**src/rtl/fir_smac_pkg.sv**
```systemverilog
package fir_smac_pkg;
   typedef enum logic [1:0] {
      ST_IDLE  = 2'd0,
      ST_RUN   = 2'd1,
      ST_FLUSH = 2'd2,
      ST_ROUND = 2'd3
   } seq_state_e;
endpackage

```
**src/rtl/fir_smac_ram.sv**
```systemverilog
module fir_smac_ram #(
   parameter int DEPTH = 64,
   parameter int WIDTH = 16,
   parameter bit CLEAR = 1'b1,
   localparam int AW   = $clog2(DEPTH)
) (
   input  logic             clk,
   input  logic             rst_n,
   input  logic             we,
   input  logic [AW-1:0]    waddr,
   input  logic [WIDTH-1:0] wdata,
   input  logic             re,
   input  logic [AW-1:0]    raddr,
   output logic [WIDTH-1:0] rdata
);
   logic [WIDTH-1:0] mem [DEPTH];

   generate
      if (CLEAR) begin : g_clear
         always_ff @(posedge clk) begin
            if (!rst_n) begin
               for (int i = 0; i < DEPTH; i++) mem[i] <= '0;
            end else if (we) begin
               mem[waddr] <= wdata;
            end
         end
      end else begin : g_plain
         always_ff @(posedge clk) begin
            if (we) mem[waddr] <= wdata;
         end
      end
   endgenerate

   // registered read port: acts as the operand register in front of the multiplier
   always_ff @(posedge clk) begin
      if (!rst_n)  rdata <= '0;
      else if (re) rdata <= mem[raddr];
   end
endmodule

```
**src/rtl/fir_smac_ctrl.sv**
```systemverilog
module fir_smac_ctrl
   import fir_smac_pkg::*;
#(
   parameter int MAX_TAPS = 64,
   localparam int AW      = $clog2(MAX_TAPS),
   localparam int TW      = AW + 1
) (
   input  logic          clk,
   input  logic          rst_n,
   input  logic          smp_vld,
   input  logic [TW-1:0] taps_i,
   output logic          busy,
   output logic          x_we,
   output logic [AW-1:0] x_waddr,
   output logic          rd_en,
   output logic [AW-1:0] x_raddr,
   output logic [AW-1:0] c_raddr,
   output logic          tap_first,
   output logic          tap_last
);
   seq_state_e    state;
   logic [AW-1:0] idx;
   logic [AW-1:0] last_idx;
   logic [AW-1:0] wptr;
   logic [TW-1:0] taps_cl;
   logic          accept;

   always_comb begin
      if (taps_i == '0)                   taps_cl = TW'(1);
      else if (taps_i > TW'(MAX_TAPS))    taps_cl = TW'(MAX_TAPS);
      else                                taps_cl = taps_i;
   end

   assign accept  = smp_vld && (state == ST_IDLE);
   assign x_we    = accept;
   assign x_waddr = wptr + AW'(1);
   assign busy    = (state != ST_IDLE);

   assign rd_en     = (state == ST_RUN);
   assign x_raddr   = wptr - idx;
   assign c_raddr   = idx;
   assign tap_first = rd_en && (idx == '0);
   assign tap_last  = rd_en && (idx == last_idx);

   always_ff @(posedge clk) begin
      if (!rst_n) begin
         state    <= ST_IDLE;
         idx      <= '0;
         last_idx <= '0;
         wptr     <= '0;
      end else begin
         unique case (state)
            ST_IDLE: if (accept) begin
               wptr     <= wptr + AW'(1);
               last_idx <= AW'(taps_cl - TW'(1));
               idx      <= '0;
               state    <= ST_RUN;
            end
            ST_RUN: begin
               if (idx == last_idx) state <= ST_FLUSH;
               else                 idx   <= idx + AW'(1);
            end
            ST_FLUSH: state <= ST_ROUND;
            ST_ROUND: state <= ST_IDLE;
            default:  state <= ST_IDLE;
         endcase
      end
   end
endmodule

```
**src/rtl/fir_smac_mac.sv**
```systemverilog
module fir_smac_mac #(
   parameter int DW    = 16,
   parameter int CW    = 16,
   parameter int ACC_W = 32,
   parameter int SHIFT = 15,
   localparam int PW   = DW + CW,
   localparam int EW   = ACC_W + 1
) (
   input  logic          clk,
   input  logic          rst_n,
   input  logic          rd_en,
   input  logic          tap_first,
   input  logic          tap_last,
   input  logic [DW-1:0] x_q,
   input  logic [CW-1:0] c_q,
   output logic [DW-1:0] y_data,
   output logic          y_vld
);
   localparam logic signed [EW-1:0] YMAX = (EW'(1) <<< (DW-1)) - EW'(1);
   localparam logic signed [EW-1:0] YMIN = -(EW'(1) <<< (DW-1));

   logic                    s1_v, s1_first, s1_last, s2_last;
   logic signed [PW-1:0]    prod;
   logic signed [ACC_W-1:0] prod_ext;
   logic signed [ACC_W-1:0] acc;
   logic signed [EW-1:0]    shifted;
   logic [DW-1:0]           y_next;

   assign prod     = $signed(x_q) * $signed(c_q);
   assign prod_ext = ACC_W'(prod);

   always_ff @(posedge clk) begin
      if (!rst_n) begin
         s1_v <= 1'b0; s1_first <= 1'b0; s1_last <= 1'b0; s2_last <= 1'b0;
         acc  <= '0;
      end else begin
         s1_v     <= rd_en;
         s1_first <= tap_first;
         s1_last  <= tap_last;
         s2_last  <= s1_v && s1_last;
         if (s1_v) acc <= s1_first ? prod_ext : acc + prod_ext;
      end
   end

   generate
      if (SHIFT > 0) begin : g_round
         localparam logic signed [EW-1:0] HALF = EW'(1) <<< (SHIFT-1);
         logic signed [EW-1:0] biased;
         assign biased  = EW'(acc) + HALF;
         assign shifted = biased >>> SHIFT;
      end else begin : g_noround
         assign shifted = EW'(acc);
      end
   endgenerate

   always_comb begin
      if (shifted > YMAX)      y_next = {1'b0, {(DW-1){1'b1}}};
      else if (shifted < YMIN) y_next = {1'b1, {(DW-1){1'b0}}};
      else                     y_next = shifted[DW-1:0];
   end

   always_ff @(posedge clk) begin
      if (!rst_n) begin
         y_data <= '0;
         y_vld  <= 1'b0;
      end else begin
         y_vld <= s2_last;
         if (s2_last) y_data <= y_next;
      end
   end
endmodule

```
**src/rtl/fir_smac.sv**
```systemverilog
module fir_smac #(
   parameter int MAX_TAPS = 64,
   parameter int DW       = 16,
   parameter int CW       = 16,
   parameter int ACC_W    = 32,
   parameter int SHIFT    = 15,
   localparam int AW      = $clog2(MAX_TAPS),
   localparam int TW      = AW + 1
) (
   input  logic          clk,
   input  logic          rst_n,
   input  logic          smp_vld,
   input  logic [DW-1:0] smp_data,
   input  logic [TW-1:0] taps,
   input  logic          coef_we,
   input  logic [AW-1:0] coef_addr,
   input  logic [CW-1:0] coef_data,
   output logic [DW-1:0] y_data,
   output logic          y_vld,
   output logic          busy
);
   generate
      if ((1 << AW) != MAX_TAPS || MAX_TAPS < 2 || MAX_TAPS > 64)
         $error("MAX_TAPS must be a power of two between 2 and 64");
      if (ACC_W < DW + CW)
         $error("ACC_W must hold a full product");
      if (SHIFT >= ACC_W || ACC_W + 1 - SHIFT <= DW)
         $error("SHIFT leaves no room for the output field");
   endgenerate

   logic          x_we, rd_en, tap_first, tap_last;
   logic [AW-1:0] x_waddr, x_raddr, c_raddr;
   logic [DW-1:0] x_q;
   logic [CW-1:0] c_q;

   fir_smac_ctrl #(.MAX_TAPS(MAX_TAPS)) u_ctrl (
      .clk(clk), .rst_n(rst_n), .smp_vld(smp_vld), .taps_i(taps),
      .busy(busy), .x_we(x_we), .x_waddr(x_waddr), .rd_en(rd_en),
      .x_raddr(x_raddr), .c_raddr(c_raddr),
      .tap_first(tap_first), .tap_last(tap_last)
   );

   fir_smac_ram #(.DEPTH(MAX_TAPS), .WIDTH(DW), .CLEAR(1'b1)) u_xram (
      .clk(clk), .rst_n(rst_n), .we(x_we), .waddr(x_waddr), .wdata(smp_data),
      .re(rd_en), .raddr(x_raddr), .rdata(x_q)
   );

   fir_smac_ram #(.DEPTH(MAX_TAPS), .WIDTH(CW), .CLEAR(1'b1)) u_cram (
      .clk(clk), .rst_n(rst_n), .we(coef_we), .waddr(coef_addr), .wdata(coef_data),
      .re(rd_en), .raddr(c_raddr), .rdata(c_q)
   );

   fir_smac_mac #(.DW(DW), .CW(CW), .ACC_W(ACC_W), .SHIFT(SHIFT)) u_mac (
      .clk(clk), .rst_n(rst_n), .rd_en(rd_en), .tap_first(tap_first),
      .tap_last(tap_last), .x_q(x_q), .c_q(c_q), .y_data(y_data), .y_vld(y_vld)
   );
endmodule

```
**config.mk**
```make
export PLATFORM = sky130hd
export DESIGN_NAME = fir_smac
export DESIGN_NICKNAME = d
export VERILOG_FILES = /design/src/rtl/fir_smac_pkg.sv /design/src/rtl/fir_smac_ram.sv /design/src/rtl/fir_smac_ctrl.sv /design/src/rtl/fir_smac_mac.sv /design/src/rtl/fir_smac.sv
export SDC_FILE = /design/constraint.sdc
export NUM_CORES = 2
export LEC_CHECK = 0
export BUFFER_PORTS_ARGS = -buffer_cell sky130_fd_sc_hd__buf_2
export CAP_MARGIN = 5
export CORE_ASPECT_RATIO = 0.6
export CORE_MARGIN = 10
export CORE_UTILIZATION = 50
export CTS_CLUSTER_DIAMETER = 80
export DETAILED_ROUTE_END_ITERATION = 16
export PLACE_DENSITY_LB_ADDON = 0.15
export REMOVE_ABC_BUFFERS = 1
export SYNTH_ARGS = -nofsm -noshare
export SYNTH_HDL_FRONTEND = slang
export SYNTH_HIERARCHICAL = 1
export SYNTH_SLANG_ARGS = --single-unit
```
**constraint.sdc**
```tcl
create_clock -name clk -period 7.4 [get_ports clk]
set_clock_uncertainty 0.1 [all_clocks]
set_input_delay 1.11 -clock clk [delete_from_list [all_inputs] [get_ports clk]]
set_output_delay 1.11 -clock clk [all_outputs]
set_load 0.01 [all_outputs]
```
==> out/metrics.yaml <==
finish:
  fillers: 17500
  final_area_um2: 123000
  fin_cells: 11600
  syn_to_final_growth_pct: 11.3
  multi_input_area_um2: 43400
  regArea_um2: 63700
  final_nets: 8941
  layout-drive-gt1-share: 0.196
drt:
  via_per_inst: 5.95
  wirelength_um: 319000
  dr.pass1.iters: 6
  drc: 0
  vias: 68800
  drt-wirelength-per-cell_um: 27.5
  ant_nets: 0
  drt_iter0_markers: 9309
placed_design:
  dp.cells: 11100
  place_area_um2: 115000
  hpwl_um: 204000
  place.gp.congestion: 0.909
  port_buffers: 66
logic_synthesis:
  synth_area_leader_cell: "edfxtp_1"
  avgSynthCellArea_um2: 13.1
  syn_area_um2: 110000
  synth-async-reset-ratio: 0
  yosysWarnings: 6
  synth-seq-cells: 2153
  synth_ff_type: "edfxtp_1"
  syn_inst: 8408
  synth-edff-count: 2048
  yosysSeqAreaShare: 0.576
  netlist.area_leader.share: 0.557
  synthDistinctLibCells: 81
  yosys-top-cells-area: "edfxtp_1, and2_1, mux4_2, fa_1, mux2_2"
global_routing:
  grt_remaining_overflow: 0
  grt_pass1_vias: 67400
  grt_pass1_wl_um: 467000
  grt_max_degree: 160
  grt_usage: 0.259
  antenna_found_initial: 10
min_path:
  hp-class: "reg2reg"
  min_from: "u_mac/y_data[15]"
  hold_depth: 2
  hold_path_end: "u_mac/y_data[15]"
clock_tree:
  root_buffer: "clkbuf_16"
  cts.sinks: 2153
  cts_tree: "built"
  clock_path_buffers: 4
  htreeDepth: 4
  cts_inserted_buffers: 211
  cts.reportedPaths.clkPinSlew_ns: 0.06
  clkLatencyLatePin_ns: 0.88
setup_path:
  r2r_cells: 30
  cp.required_ns: 7.99
  reg2reg_from: "u_xram/rdata[5]"
  cp_max_fo: 6
  critPathArrivalTime_ns: 8.52
  rrSetupSlack_ns: -0.53
  slowest_stage: "fa_2"
  slowest_delay_ns: 0.60
  r2r-end: "u_mac/acc[31]"
  cp_top_family: "adder cells"
  start_kind: "flop"
  worstSetupEndpointType: "flop"
  startpoint: "u_xram/rdata[5]"
  critical_path_class: "reg2reg"
  cp_num_buf_inv: 5
status:
  outcome: "finished with violations"
  violations: "setup timing"
pwr:
  ir_worst_vdd_mv: 0.222
  p_leak_nw: 44.7
  power.density_nw_per_um2: 295
  finalPower_mw: 36.3
floorplanning:
  die_x_um: 627
  die_h_um: 384
  start_util: 0.503
  num_rows: 133
  fp.dieArea_um2: 241000
  core_area_um2: 219000
  io_pins: 67
timing:
  relSlewSlack: 0.0454
  setup_ws_ns: -0.534
  hold_viol: 0
  max_freq_ghz: 0.126
  slew_viol_final: 0
  fin_setup_tns_ns: -2.44
  grt_setup_unrepaired: "true"
  finalCritPeriodShare: 1.07
  post-route-min-period_ns: 7.93
  tightest_slew_ns: 1.42
  setup-violations-final: 9
flow_run:
  cap_violations: 0
metrics by stage:
stage	util	hold slack (ns)	worst slack (ns)
after detailed placement	0.525	0.361	-1.13
after global routing	0.560	0.386	-0.757
after CTS	0.558	0.371	-0.449
after global placement	0.525	0.361	-0.928
after floorplan	-	0.337	-27.54
final	0.560	0.372	-0.534
final cells by class:
class / instances / share of cell area
flip-flops and latches: 2153 / 0.518
multi-input cells: 5207 / 0.353
clock buffers: 270 / 0.0461
repair buffers: 576 / 0.0356
well taps: 2902 / 0.0295
inverters: 350 / 0.0107
clock inverters: 107 / 0.00695
diodes: 7 / 0.000142
per-layer routing:
layer	track usage	wire length [um]	share of wire	vias up
li1	-	-	-	30100
met1	0.420	146000	0.46	35000
met2	0.346	127000	0.40	3393
met3	0.0721	39900	0.13	378
met4	0.0477	5870	0.018	2
met5	0	10	0.000031	-
repair_timing:
item                                    in CTS  in global routing
setup buffers                               22                 15
pin swaps                                  104                 63
hold buffers                                 0                  0
endpoints found under the setup margin      18                 19
gates resized for setup                    145                 74
worst max-delay path by stage:
stage | endpoint | slack (ns) | cells after the start
2_1_floorplan | u_xram/rdata[6] | -27.54 | 8
3_3_place_gp | u_mac/acc[30] | -0.93 | 32
3_5_place_dp | u_mac/acc[30] | -1.13 | 33
4_1_cts | u_mac/acc[31] | -0.45 | 34
5_1_grt | u_mac/acc[30] | -0.76 | 34
6_report | u_mac/acc[31] | -0.53 | 30
power breakdown:
part / switching, mW / internal [mW]
Combinational: 6.90 / 4.50
Clock: 4.69 / 5.83
Sequential: 0.360 / 14.0
Total: 11.9 / 24.4
cell families after synthesis:
family,after synthesis,synth area share
muxes,654,0.0930
adders and majority gates,393,0.0624
buffers and inverters,1048,0.0387
AOI/OAI and AO/OA,1044,0.0619
and+or+nand+nor,3025,0.161
xor gates and xnor gates,91,0.00721
DFF,2153,0.576
state kept, by name, summed over array words and instances, names as in the netlist, 6 cells and up:
name             cells
u_cram/mem        1024
u_xram/mem        1024
u_mac/acc           32
u_cram/rdata        16
u_mac/y_data        16
u_xram/rdata        16
u_ctrl/c_raddr       6
u_ctrl/last_idx      6
u_ctrl/wptr          6
worst min-delay path: stages, from the launching register on:
cell,delay (ns)
dfxtp_1,0.31
nand2b_1,0.06
a21oi_1,0.05
placed cells by master, fill, tap and decap left out, drive strengths merged, types with 14 or more instances in the layout:
master	n
a21o	30
nor3	141
and3	15
clkinv	83
and2	2180
o21ai	346
a22o	64
xor2	25
fa	264
o31ai	68
a21oi	68
nand2b	19
xnor2	66
o211ai	26
dfxtp	105
o221ai	34
nand2	191
o21bai	15
inv	355
clkbuf	271
a211oi	147
ha	129
mux2	384
nor2	220
edfxtp	2048
nand3	35
o21a	14
mux4	257
nor2b	139
buf	575
o22ai	129
a22oi	64
nand3b	41
synth_stat cells (all sizes together), types with 139 or more instances:
cell type  count
and2        2180
edfxtp      2048
clkbuf       512
mux2         384
inv          350
o21ai        346
fa           264
mux4         257
nor2         220
nand2        191
buf          186
a211oi       147
nor3         141
nor2b        139
(Power assumes the default switching activity.)
